--- src/rtl/extint_pkg.sv ---
package extint_pkg;
   // register selected by a decoded access
   typedef enum logic [1:0] {
      SEL_NONE    = 2'd0,
      SEL_FLAG_LO = 2'd1,
      SEL_EN_LO   = 2'd2,
      SEL_FLAG_HI = 2'd3
   } reg_sel_e;

   localparam int unsigned SFR_DW = 8;

   function automatic reg_sel_e decode_sel(
      input logic hit, input logic [7:0] idx,
      input logic [7:0] i_flo, input logic [7:0] i_elo, input logic [7:0] i_fhi);
      reg_sel_e s;
      s = SEL_NONE;
      if (hit) begin
         if (idx == i_flo)      s = SEL_FLAG_LO;
         else if (idx == i_elo) s = SEL_EN_LO;
         else if (idx == i_fhi) s = SEL_FLAG_HI;
      end
      return s;
   endfunction
endpackage

--- src/rtl/extint_sync.sv ---
module extint_sync #(
   parameter int unsigned WIDTH  = 12,
   parameter int unsigned STAGES = 2
) (
   input  logic             clk,
   input  logic             rst_n,
   input  logic [WIDTH-1:0] async_i,
   output logic [WIDTH-1:0] sync_o
);
   if (STAGES < 2) begin : g_bad_stages
      $error("extint_sync: STAGES must be at least 2");
   end

   logic [WIDTH-1:0] stage_q [STAGES];

   for (genvar s = 0; s < STAGES; s++) begin : g_stage
      if (s == 0) begin : g_first
         always_ff @(posedge clk or negedge rst_n) begin
            if (!rst_n) stage_q[0] <= '0;
            else        stage_q[0] <= async_i;
         end
      end else begin : g_next
         always_ff @(posedge clk or negedge rst_n) begin
            if (!rst_n) stage_q[s] <= '0;
            else        stage_q[s] <= stage_q[s-1];
         end
      end
   end

   assign sync_o = stage_q[STAGES-1];
endmodule

--- src/rtl/extint_edge_det.sv ---
module extint_edge_det #(
   parameter int unsigned WIDTH       = 12,
   parameter int unsigned SYNC_STAGES = 2
) (
   input  logic             clk,
   input  logic             rst_n,
   input  logic [WIDTH-1:0] sync_i,
   input  logic [WIDTH-1:0] pol_i,
   output logic [WIDTH-1:0] edge_o
);
   // edges are only trusted once the previous-sample register holds a real pin value
   localparam int unsigned FILL  = SYNC_STAGES + 1;
   localparam int unsigned CNT_W = $clog2(FILL + 1);
   localparam logic [CNT_W-1:0] FILL_C = CNT_W'(FILL);

   logic [WIDTH-1:0] prev_q;
   logic [CNT_W-1:0] fill_q;
   logic             primed;

   always_ff @(posedge clk or negedge rst_n) begin
      if (!rst_n) begin
         prev_q <= '0;
         fill_q <= '0;
      end else begin
         prev_q <= sync_i;
         if (fill_q != FILL_C) fill_q <= fill_q + 1'b1;
      end
   end

   assign primed = (fill_q == FILL_C);

   for (genvar i = 0; i < WIDTH; i++) begin : g_bit
      logic rise, fall;
      assign rise      = sync_i[i] & ~prev_q[i];
      assign fall      = ~sync_i[i] & prev_q[i];
      assign edge_o[i] = primed & (pol_i[i] ? fall : rise);
   end
endmodule

--- src/rtl/extint_flag_bank.sv ---
module extint_flag_bank #(
   parameter int unsigned NUM_SRC = 12
) (
   input  logic               clk,
   input  logic               rst_n,
   input  logic [NUM_SRC-1:0] hw_set_i,
   input  logic               wr_lo_i,
   input  logic               wr_hi_i,
   input  logic [7:0]         wdata_i,
   output logic [NUM_SRC-1:0] flags_o
);
   logic [NUM_SRC-1:0] flag_q;

   for (genvar i = 0; i < NUM_SRC; i++) begin : g_flag
      logic wr_en, wr_val;
      if (i < 8) begin : g_lo
         assign wr_en  = wr_lo_i;
         assign wr_val = wdata_i[i];
      end else begin : g_hi
         assign wr_en  = wr_hi_i;
         assign wr_val = wdata_i[i-8];
      end

      // a hardware edge overrides any software value in the same cycle
      always_ff @(posedge clk or negedge rst_n) begin
         if (!rst_n)           flag_q[i] <= 1'b0;
         else if (hw_set_i[i]) flag_q[i] <= 1'b1;
         else if (wr_en)       flag_q[i] <= wr_val;
      end
   end

   assign flags_o = flag_q;
endmodule

--- src/rtl/extint_edge_ctrl.sv ---
module extint_edge_ctrl #(
   parameter int unsigned NUM_SRC     = 12,
   parameter int unsigned SYNC_STAGES = 2,
   parameter int unsigned MOD_W       = 4,
   parameter int unsigned IDX_W       = 5,
   parameter int unsigned MOD_ID      = 1,
   parameter int unsigned IDX_FLAG_LO = 4,
   parameter int unsigned IDX_EN_LO   = 5,
   parameter int unsigned IDX_FLAG_HI = 6
) (
   input  logic               clk,
   input  logic               rst_n,
   input  logic [NUM_SRC-1:0] pin_i,
   input  logic [NUM_SRC-1:0] pol_i,
   input  logic [NUM_SRC-9:0] en_hi_i,
   input  logic [MOD_W-1:0]   sfr_mod_i,
   input  logic [IDX_W-1:0]   sfr_idx_i,
   input  logic               sfr_wr_i,
   input  logic               sfr_rd_i,
   input  logic [7:0]         sfr_wdata_i,
   output logic [7:0]         sfr_rdata_o,
   output logic               irq_o
);
   import extint_pkg::*;

   localparam int unsigned HI_N = NUM_SRC - 8;

   if (NUM_SRC < 9 || NUM_SRC > 16) begin : g_bad_src
      $error("extint_edge_ctrl: NUM_SRC must lie in 9..16");
   end
   if (IDX_FLAG_LO == IDX_EN_LO || IDX_FLAG_LO == IDX_FLAG_HI || IDX_EN_LO == IDX_FLAG_HI) begin : g_bad_idx
      $error("extint_edge_ctrl: register indices must differ");
   end
   if (MOD_W > 8 || IDX_W > 8) begin : g_bad_addr
      $error("extint_edge_ctrl: address fields wider than a byte");
   end

   logic [NUM_SRC-1:0] pin_sync, edge_hit, flag_q, en_all;
   logic [7:0]         en_lo_q, hi_byte;
   logic               mod_hit;
   reg_sel_e           wsel, rsel;

   extint_sync #(.WIDTH(NUM_SRC), .STAGES(SYNC_STAGES)) u_sync (
      .clk(clk), .rst_n(rst_n), .async_i(pin_i), .sync_o(pin_sync));

   extint_edge_det #(.WIDTH(NUM_SRC), .SYNC_STAGES(SYNC_STAGES)) u_edge (
      .clk(clk), .rst_n(rst_n), .sync_i(pin_sync), .pol_i(pol_i), .edge_o(edge_hit));

   assign mod_hit = (sfr_mod_i == MOD_W'(MOD_ID));

   always_comb begin
      wsel = decode_sel(mod_hit & sfr_wr_i, 8'(sfr_idx_i),
                        8'(IDX_FLAG_LO), 8'(IDX_EN_LO), 8'(IDX_FLAG_HI));
      rsel = decode_sel(mod_hit & sfr_rd_i, 8'(sfr_idx_i),
                        8'(IDX_FLAG_LO), 8'(IDX_EN_LO), 8'(IDX_FLAG_HI));
   end

   extint_flag_bank #(.NUM_SRC(NUM_SRC)) u_flags (
      .clk(clk), .rst_n(rst_n), .hw_set_i(edge_hit),
      .wr_lo_i(wsel == SEL_FLAG_LO), .wr_hi_i(wsel == SEL_FLAG_HI),
      .wdata_i(sfr_wdata_i), .flags_o(flag_q));

   always_ff @(posedge clk or negedge rst_n) begin
      if (!rst_n)                 en_lo_q <= '0;
      else if (wsel == SEL_EN_LO) en_lo_q <= sfr_wdata_i;
   end

   assign en_all = {en_hi_i, en_lo_q};
   assign irq_o  = |(flag_q & en_all);

   always_comb begin
      hi_byte = '0;
      hi_byte[HI_N-1:0] = flag_q[NUM_SRC-1:8];
   end

   always_comb begin
      unique case (rsel)
         SEL_FLAG_LO: sfr_rdata_o = flag_q[7:0];
         SEL_EN_LO:   sfr_rdata_o = en_lo_q;
         SEL_FLAG_HI: sfr_rdata_o = hi_byte;
         default:     sfr_rdata_o = '0;
      endcase
   end
endmodule

--- config.mk ---
export PLATFORM = sky130hd
export DESIGN_NAME = extint_edge_ctrl
export DESIGN_NICKNAME = d
export VERILOG_FILES = /design/src/rtl/extint_pkg.sv /design/src/rtl/extint_sync.sv /design/src/rtl/extint_edge_det.sv /design/src/rtl/extint_flag_bank.sv /design/src/rtl/extint_edge_ctrl.sv
export SDC_FILE = /design/constraint.sdc
export NUM_CORES = 1
export LEC_CHECK = 0
export ABC_CLOCK_PERIOD_IN_PS = 3090
export CELL_PAD_IN_SITES_DETAIL_PLACEMENT = 1
export CELL_PAD_IN_SITES_GLOBAL_PLACEMENT = 1
export CORE_MARGIN = 2
export CORE_UTILIZATION = 42
export DETAILED_ROUTE_END_ITERATION = 10
export HOLD_SLACK_MARGIN = 0.15
export PLACE_DENSITY_LB_ADDON = 0.1
export SLEW_MARGIN = 20
export SYNTH_ARGS = -nofsm -noshare
export SYNTH_HDL_FRONTEND = slang
export SYNTH_SLANG_ARGS = --single-unit
export TNS_END_PERCENT = 30
--- constraint.sdc ---
create_clock -name clk -period 3.09 [get_ports clk]
set_clock_uncertainty 0.2 [all_clocks]
set_input_delay 0.309 -clock clk [delete_from_list [all_inputs] [get_ports clk]]
set_output_delay 0.309 -clock clk [all_outputs]
set_load 0.01 [all_outputs]
* Word level (Yosys, flattened, before mapping)
Index checks and enable logic that the tools add are counted.
Widths: inputs -> output; s select.
** Word-level totals
- Output and inout port bits :: 9
- Word-level logic and storage cells :: 148
- Bits of input ports :: 49
- Bits in registers :: 58
** Operators by class
- Add/subtract/negate cells :: 1
- Eq/ne operators :: 12
- Mux-type cells :: 42
- Bitwise logic cells :: 63
- Reduce and logical (&&, ||, !) cells :: 13
** Operators by type and width (count)
- $and 1x1->1 :: 38
- $mux 1 :: 36
- $not 1->1 :: 24
- $pmux 8 s3 :: 1
- $reduce_bool 2->1 :: 12
- $eq 5x3->1 const B :: 3
- $and 12x12->12 :: 1
- $reduce_or 12->1 :: 1
- $eq 2x2->1 const B :: 5
- $mux 2 :: 5
- $eq 2x1->1 const B :: 2
- $eq 4x1->1 const B :: 1
- $add 2x1->2 const B :: 1
- $ne 2x2->1 const B :: 1

* Longest topological paths before layout
Gate-level depths: netlist of run 1.
- Depth in word-level cells :: 8
- Mapped depth :: 5
- Depth with buffers taken out :: 3

* Hierarchy
A second synthesis of run 1 with hierarchy kept.
** Unflattened totals
- Cell total of the unflattened synthesis :: 188
- Area total of the unflattened synthesis :: 2493.6 um^2
** By module, submodules not included
- extint_edge_det :: area each 690.7 um^2, cells an instance 55, instances 1, sequential area each 350.3 um^2
- extint_sync :: area each 690.7 um^2, cells an instance 36, instances 1, sequential area each 600.6 um^2
- extint_edge_ctrl :: area each 615.6 um^2, cells an instance 60, instances 1, sequential area each 200.2 um^2
- extint_flag_bank :: area each 496.7 um^2, cells an instance 37, instances 1, sequential area each 300.3 um^2

* Worst setup path before layout of run 1
No wires, ideal clock.
- Path type :: input port to flip-flop
- Start :: input sfr_idx_i[1]
- End :: register u_flags.flag_q[0] (netlist: u_flags.flags_o[0])
- Slack :: 1.156 ns
- Library setup time :: 0.087 ns
- Cell stages on the path :: 5
- Data arrival time :: 1.648 ns
- Cell sequence :: or4b_4 > buf_6 > or4_4 > buf_6 > o211ai_1
** On the way
- Longest elaborated chain between the ends :: 7
- Elaborated cells on any way between the ends :: 9
- Classes of those cells :: eq/ne (4); mux (4); reduce/logical (1)
** Ends and longest elaborated chain
- from (decl) :: line extint_edge_ctrl.sv:17 : input logic [IDX_W-1:0] sfr_idx_i,
- $eq 5x3->1 :: line extint_pkg.sv:20 : else if (idx == i_fhi) s = SEL_FLAG_HI;
- $mux 2 :: line extint_pkg.sv:20
- $mux 2 :: line extint_pkg.sv:19 : else if (idx == i_elo) s = SEL_EN_LO;
- $mux 2 * :: line extint_pkg.sv:18 : if (idx == i_flo) s = SEL_FLAG_LO;
- $mux 2 * :: line extint_pkg.sv:17 : if (hit) begin
- $eq 2x1->1 * :: line extint_edge_ctrl.sv:60 : .wr_lo_i(wsel == SEL_FLAG_LO), .wr_hi_i(wsel == SEL_FLAG_HI),
- $reduce_bool 2->1 (no source line) *
- to (signal, indexed assignment) :: line extint_flag_bank.sv:28 : else if (wr_en) flag_q[i] <= wr_val;
- to (decl) :: line extint_flag_bank.sv:12 : logic [NUM_SRC-1:0] flag_q;
Every way passes the cells marked *; elsewhere a longest branch is shown, timed or not.
A chain may end at the register's enable or synchronous reset.

* Worst setup path in the final report of run 1
- Start :: input sfr_idx_i[4]
- End :: output sfr_rdata_o[2]
** On the way
- Longest elaborated chain between the ends :: 7
- Elaborated cells on any way between the ends :: 11
- Classes of those cells :: eq/ne (6); mux (5)
** Ends and longest elaborated chain
- $eq 5x3->1 :: line extint_pkg.sv:20
- $mux 2 :: line extint_pkg.sv:20
- $mux 2 :: line extint_pkg.sv:19
- $mux 2 * :: line extint_pkg.sv:18
- $mux 2 * :: line extint_pkg.sv:17
- $eq 2x2->1 / $eq 2x1->1 (equally long branches) :: line extint_edge_ctrl.sv:77 : unique case (rsel)
- $pmux 8 s3 * :: line extint_edge_ctrl.sv:77
- to (decl) :: line extint_edge_ctrl.sv:21 : output logic [7:0] sfr_rdata_o,
Marked as above.

==> results.cfg, run 1 <==
[route]
drc = 0
vias = 1837
first_iter_violations = 96
wl_per_cell_um = 19.1
wirelength_um = 6280
detail-route-antenna-nets = 0
dr.pass1.iters = 4
viasPerCell = 5.58

[cts]
root_buffer = clkbuf_8
htreeDepth = 3
cts_tree = built
cts_resized = 0
insertion_delay_ns = 0.33
ctsHoldBuffers = 2
cts.sinks = 58
cts_setup_buffers = 0
clockBufferDepth = 2
numCtsBuffers = 9
clk_pin_slew_worst_paths_ns = 0.06

[place]
place_worst_setup_slack_ns = 0.366
port_buffers = 57
place_congestion = 0.817
hpwl_um = 4530
place_area_mm2 = 0.00306

[critical_path]
cp-start-kind = input port
critPathMaxFanout = 5
end_kind = output port
crit_arrival_ns = 2.23
path_cells = clkdlybuf4s50_1, nor3b_1, a32oi_1, nor2_1, clkdlybuf4s50_1
max_stage_delay_ns = 0.55
crit_slowest_cell = nor3b_1
critical_path.top_delay_family = buffers and inverters
crit_top_cell = clkdlybuf4s50_1
crit_type = input port to output port
critPathBufInv = 2
crit_required_ns = 2.58

[cells_and_area]
final_cell_mix = dfrtp_1 (58), clkdlybuf4s50_1 (56), nor3b_1 (13), mux2_2 (13)
fillers = 575
final_util_pct = 59.2
final_area_mm2 = 0.00328
fin_nets = 302
drive_gt1_share_pct = 13.6
antenna_cells = 0
layout_commonest_cell = dfrtp_1
area_growth_syn_to_layout_pct = 35.7

[sta]
slew_viol_final = 0
post-route-period-util_pct = 88.7
hold_viol_final = 0
setup_ws_ns = 0.350
setup_viol = 0
fin_crit_ns = 2.74
maxSlewHeadroom_pct = 52.5
tns_ns = 0
rsz0062_at_grt = no
tightest_slew_ns = 0.712
fmax_mhz = 365

[synth]
syn_inst = 185
post-synth-top-area-cell = dfrtp_1
ys_warn_count = 0
netlist-cell-type-count = 28
ys_seq_area_share_pct = 60.0
synth_area_per_cell_um2 = 13.1
yosys-top-cells-area = dfrtp_1 (60%), mux2_2 (6.1%), and3b_1 (4.3%)
synth_top_area_share_pct = 60.0
ys_ff_latch = 58
synth.net_count = 235
syn_area_mm2 = 0.00242

[die]
die_x_um = 79.9
io_pins = 58
core_area_mm2 = 0.00554
die_h_um = 79.9
rows = 27
die_area_mm2 = 0.00638
start_util_pct = 43.6

[global_routing]
antenna_found_initial = 0
grt_pass1_vias = 2007
track_usage_pct = 21.5
overflow = 0
grt_pass1_wl_um = 9940
grt_max_degree = 59

[power_and_ir_drop]
leakagePower_nw = 1.35
power.total_mw = 1.64
p_per_area_mw_per_mm2 = 501
peakVddDrop_uv = 353

[run]
drv_cap = 0

[worst_hold_path]
min_path_type = flip-flop to flip-flop

[run_status]
status = finished clean
==> cell type report <==
type / instances / area, um^2 / area share, %
clock inverter: 2 / 35.0 / 1.07
clock buffer: 14 / 163 / 4.96
inverter: 9 / 33.8 / 1.03
tap: 72 / 90.1 / 2.75
multi-input combinational: 111 / 891 / 27.2
sequential: 58 / 1450 / 44.3
timing repair buffer: 63 / 616 / 18.8
==> metrics by stage <==
stage	hold slack (ns)	std cells
after floorplan	-0.187	185
after CTS	0.152	329
after global routing	0.166	329
after detailed placement	0.138	311
final	0.150	329
after global placement	0.133	311
==> synth_stat cells (all sizes together) <==
library cell	instances
nand4	2
a221oi	3
nor2	8
nor4b	2
ha	1
o41ai	12
mux2i	4
nand2	1
nor2b	1
or2b	1
o21ai	12
o211ai	12
mux2	13
or3b	1
nand3	2
xnor2	1
and3b	12
or4b	2
clkbuf	5
a22o	3
nor3b	13
dfrtp	58
a32oi	4
inv	9
buf	2
or4	1
==> routing by layer <==
layer  vias to the layer above  GRT usage, %  share of wire (%)
li1                        848             -                  -
met3                        13          6.11                4.3
met2                        59          35.3                 50
met1                       917          26.0                 43
met5                         -             0                  0
met4                         0          10.2                2.4
==> flip-flops by register name (all words and copies together), names as in the netlist <==
name and cells:
u_flags.flags_o 12, u_sync.sync_o 12, u_edge.fill_q 2, en_lo_q 8, u_sync.stage_q 12, u_edge.prev_q 12
==> power by group <==
| part | leakage [nW] | switching [mW] | internal [mW] | total, mW |
|---|---|---|---|---|
| combinational | 0.595 | 0.0635 | 0.0855 | 0.149 |
| clock | 0.101 | 0.277 | 0.416 | 0.693 |
| sequential | 0.653 | 0.0144 | 0.787 | 0.802 |
| total | 1.35 | 0.355 | 1.29 | 1.64 |
==> logic make-up after synthesis <==
family / synth area share, %
AO/OA/AOI/OAI: 14.2
flip-flops: 60.0
buffers and inverters: 3.11
XOR/XNOR: 0.362
multiplexers: 7.71
AND/OR/NAND/NOR: 14.1
adder cells (fa/ha/maj): 0.518
==> final timing paths <==
check / endpoint / slack [ns] / start / cells after the start
setup / recovery: sfr_rdata_o[2] / 0.35 / sfr_idx_i[4] / 5
hold / removal: u_sync.sync_o[11]$_DFF_PN0_ / 0.15 / u_sync.stage_q[23]$_DFF_PN0_ / 0
setup reg to reg: u_edge.fill_q[1]$_DFFE_PN0N_ / 1.49 / u_edge.fill_q[0]$_DFFE_PN0N_ / 2
hold reg to reg: u_sync.sync_o[11]$_DFF_PN0_ / 0.15 / u_sync.stage_q[23]$_DFF_PN0_ / 0
max in group asynchronous: en_lo_q[1]$_DFFE_PN0N_ / 1.77 / rst_n / 3
min in group asynchronous: u_sync.stage_q[16]$_DFF_PN0_ / 0.45 / rst_n / 3
Power figures use the tool's default switching activity.
==> run 2, diff against run 1 <==
--- a/constraint.sdc
+++ b/constraint.sdc
@@ -3,3 +3,3 @@
 set_input_delay 0.309 -clock clk [delete_from_list [all_inputs] [get_ports clk]]
 set_output_delay 0.309 -clock clk [all_outputs]
-set_load 0.01 [all_outputs]
+set_load 0.1 [all_outputs]
==> results.cfg, run 2 (synthesis results as in run 1) <==
[sta]
slew_viol_final = 0
fin_crit_ns = 2.63
post-route-period-util_pct = 85.1
maxSlewHeadroom_pct = 57.7
rsz0062_at_grt = no
hold_viol_final = 0
setup_viol = 0
setup_ws_ns = 0.459
fmax_mhz = 380
tightest_slew_ns = 0.634
tns_ns = 0

[critical_path]
critPathBufInv = 2
crit_end = sfr_rdata_o[6]
cp-startpoint = sfr_idx_i[1]
crit_arrival_ns = 2.12
cp_num_cells = 5
crit_type = input port to output port
rr_worst_depth = 2
crit_required_ns = 2.58
critPathMaxFanout = 6
path_cells = clkdlybuf4s50_1, nor4b_2, nand3_1, nor2_1, buf_12
rr_startpoint = u_edge.fill_q[0]$_DFFE_PN0N_
end_kind = output port
max_stage_delay_ns = 0.58
reg2reg_slack_ns = 1.53
rr_endpoint = u_edge.fill_q[1]$_DFFE_PN0N_
cp-start-kind = input port
crit_slowest_cell = nor4b_2
critical_path.top_delay_family = simple AND/OR/NAND/NOR gates

[power_and_ir_drop]
p_comb_share_pct = 9.6
leakagePower_nw = 1.37
p_sw_mw = 0.361
internal_power_mw = 1.20
pwr-share-seq_pct = 51.3
p_per_area_mw_per_mm2 = 469
clockPowerShare_pct = 39.1
peakVddDrop_uv = 431
netSwitchingFraction_pct = 23.1

[place]
place_area_mm2 = 0.00314
hpwl_um = 4550
place_congestion = 0.820
place_worst_setup_slack_ns = 0.419
port_buffers = 57

[cts]
insertion_delay_ns = 0.34
htreeDepth = 3
root_buffer = clkbuf_8
clk_pin_slew_worst_paths_ns = 0.06
cts_resized = 0
numCtsBuffers = 9
clockBufferDepth = 2
ctsHoldBuffers = 2
cts.sinks = 58
cts_tree = built
cts_setup_buffers = 0

[cells_and_area]
final_cell_mix = dfrtp_1 (58), clkdlybuf4s50_1 (47), nor3b_1 (13), mux2_2 (13)
fin_nets = 302
area_growth_syn_to_layout_pct = 37.8
final_area_mm2 = 0.00333
drive_gt1_share_pct = 17.2
antenna_cells = 0
fillers = 578
layout_commonest_cell = dfrtp_1

[die]
die_x_um = 79.9
die_area_mm2 = 0.00638
core_area_mm2 = 0.00554
die_h_um = 79.9
start_util_pct = 43.6
rows = 27
io_pins = 58

[route]
vias = 1793
dr.pass1.iters = 4
wl_per_cell_um = 18.6
first_iter_violations = 75
wirelength_um = 6090
detail-route-antenna-nets = 0
viasPerCell = 5.47
drc = 0

[global_routing]
overflow = 0
grt_pass1_vias = 2000
grt_max_degree = 31
track_usage_pct = 21.3
grt_pass1_wl_um = 9990
antenna_found_initial = 0

[worst_hold_path]
min_path_type = flip-flop to flip-flop
min_from = u_sync.stage_q[23]$_DFF_PN0_

[run]
drv_cap = 0

[run_status]
status = finished clean
[run 2: worst min path at each step]
stage / to / slack (ns) / cells after the start
global placement: u_sync.sync_o[11]$_DFF_PN0_ / 0.13 / 0
finish: u_sync.sync_o[11]$_DFF_PN0_ / 0.15 / 0
CTS: u_sync.sync_o[11]$_DFF_PN0_ / 0.15 / 0
global route: u_sync.sync_o[11]$_DFF_PN0_ / 0.16 / 0
floorplan: en_lo_q[0]$_DFFE_PN0N_ / -0.19 / 0
detailed placement: u_sync.sync_o[3]$_DFF_PN0_ / 0.14 / 0
[run 2: worst reg2reg max path, cell delays in order (launching register included)]
cell and delay [ns]:
dfrtp_1 0.38, ha_1 0.48, mux2_2 0.39
[run 2: cell type report]
class | count | area, um^2 | share of cell area, %
Clock buffer | 13 | 159 | 4.77
Clock inverter | 2 | 12.5 | 0.376
Inverter | 9 | 33.8 | 1.01
Multi-Input combinational cell | 111 | 891 | 26.7
Sequential cell | 58 | 1450 | 43.6
Tap cell | 72 | 90.1 | 2.70
Timing Repair Buffer | 63 | 693 | 20.8
[run 2: per-stage QoR]
step / hold slack, ns / instances / util [%] / total power, mW
final: 0.152 / 328 / 60.1 / 1.56
after global routing: 0.158 / 328 / 60.1 / 1.63
after CTS: 0.154 / 328 / 60.1 / 1.58
after detailed placement: 0.136 / 311 / 56.7 / 0.965
after global placement: 0.132 / 311 / 56.7 / 0.956
after floorplan: -0.187 / 185 / - / 0.863
[run 2: metal layers]
| metal | part of all wire (%) | vias to the layer above | global-route usage, % |
|---|---|---|---|
| met5 | 0 | - | 0 |
| met4 | 2.0 | 0 | 8.14 |
| met3 | 5.2 | 9 | 6.00 |
| met2 | 51 | 48 | 36.8 |
| met1 | 42 | 892 | 25.1 |
| li1 | - | 844 | - |
[run 2: power groups by stage]
stage / Sequential, mW / Clock [mW] / Combinational (mW)
after floorplan: 0.810 / 0 / 0.0528
after global placement: 0.812 / 0 / 0.144
after detailed placement: 0.816 / 0 / 0.149
after CTS: 0.802 / 0.630 / 0.153
after global routing: 0.805 / 0.666 / 0.164
final: 0.801 / 0.610 / 0.150
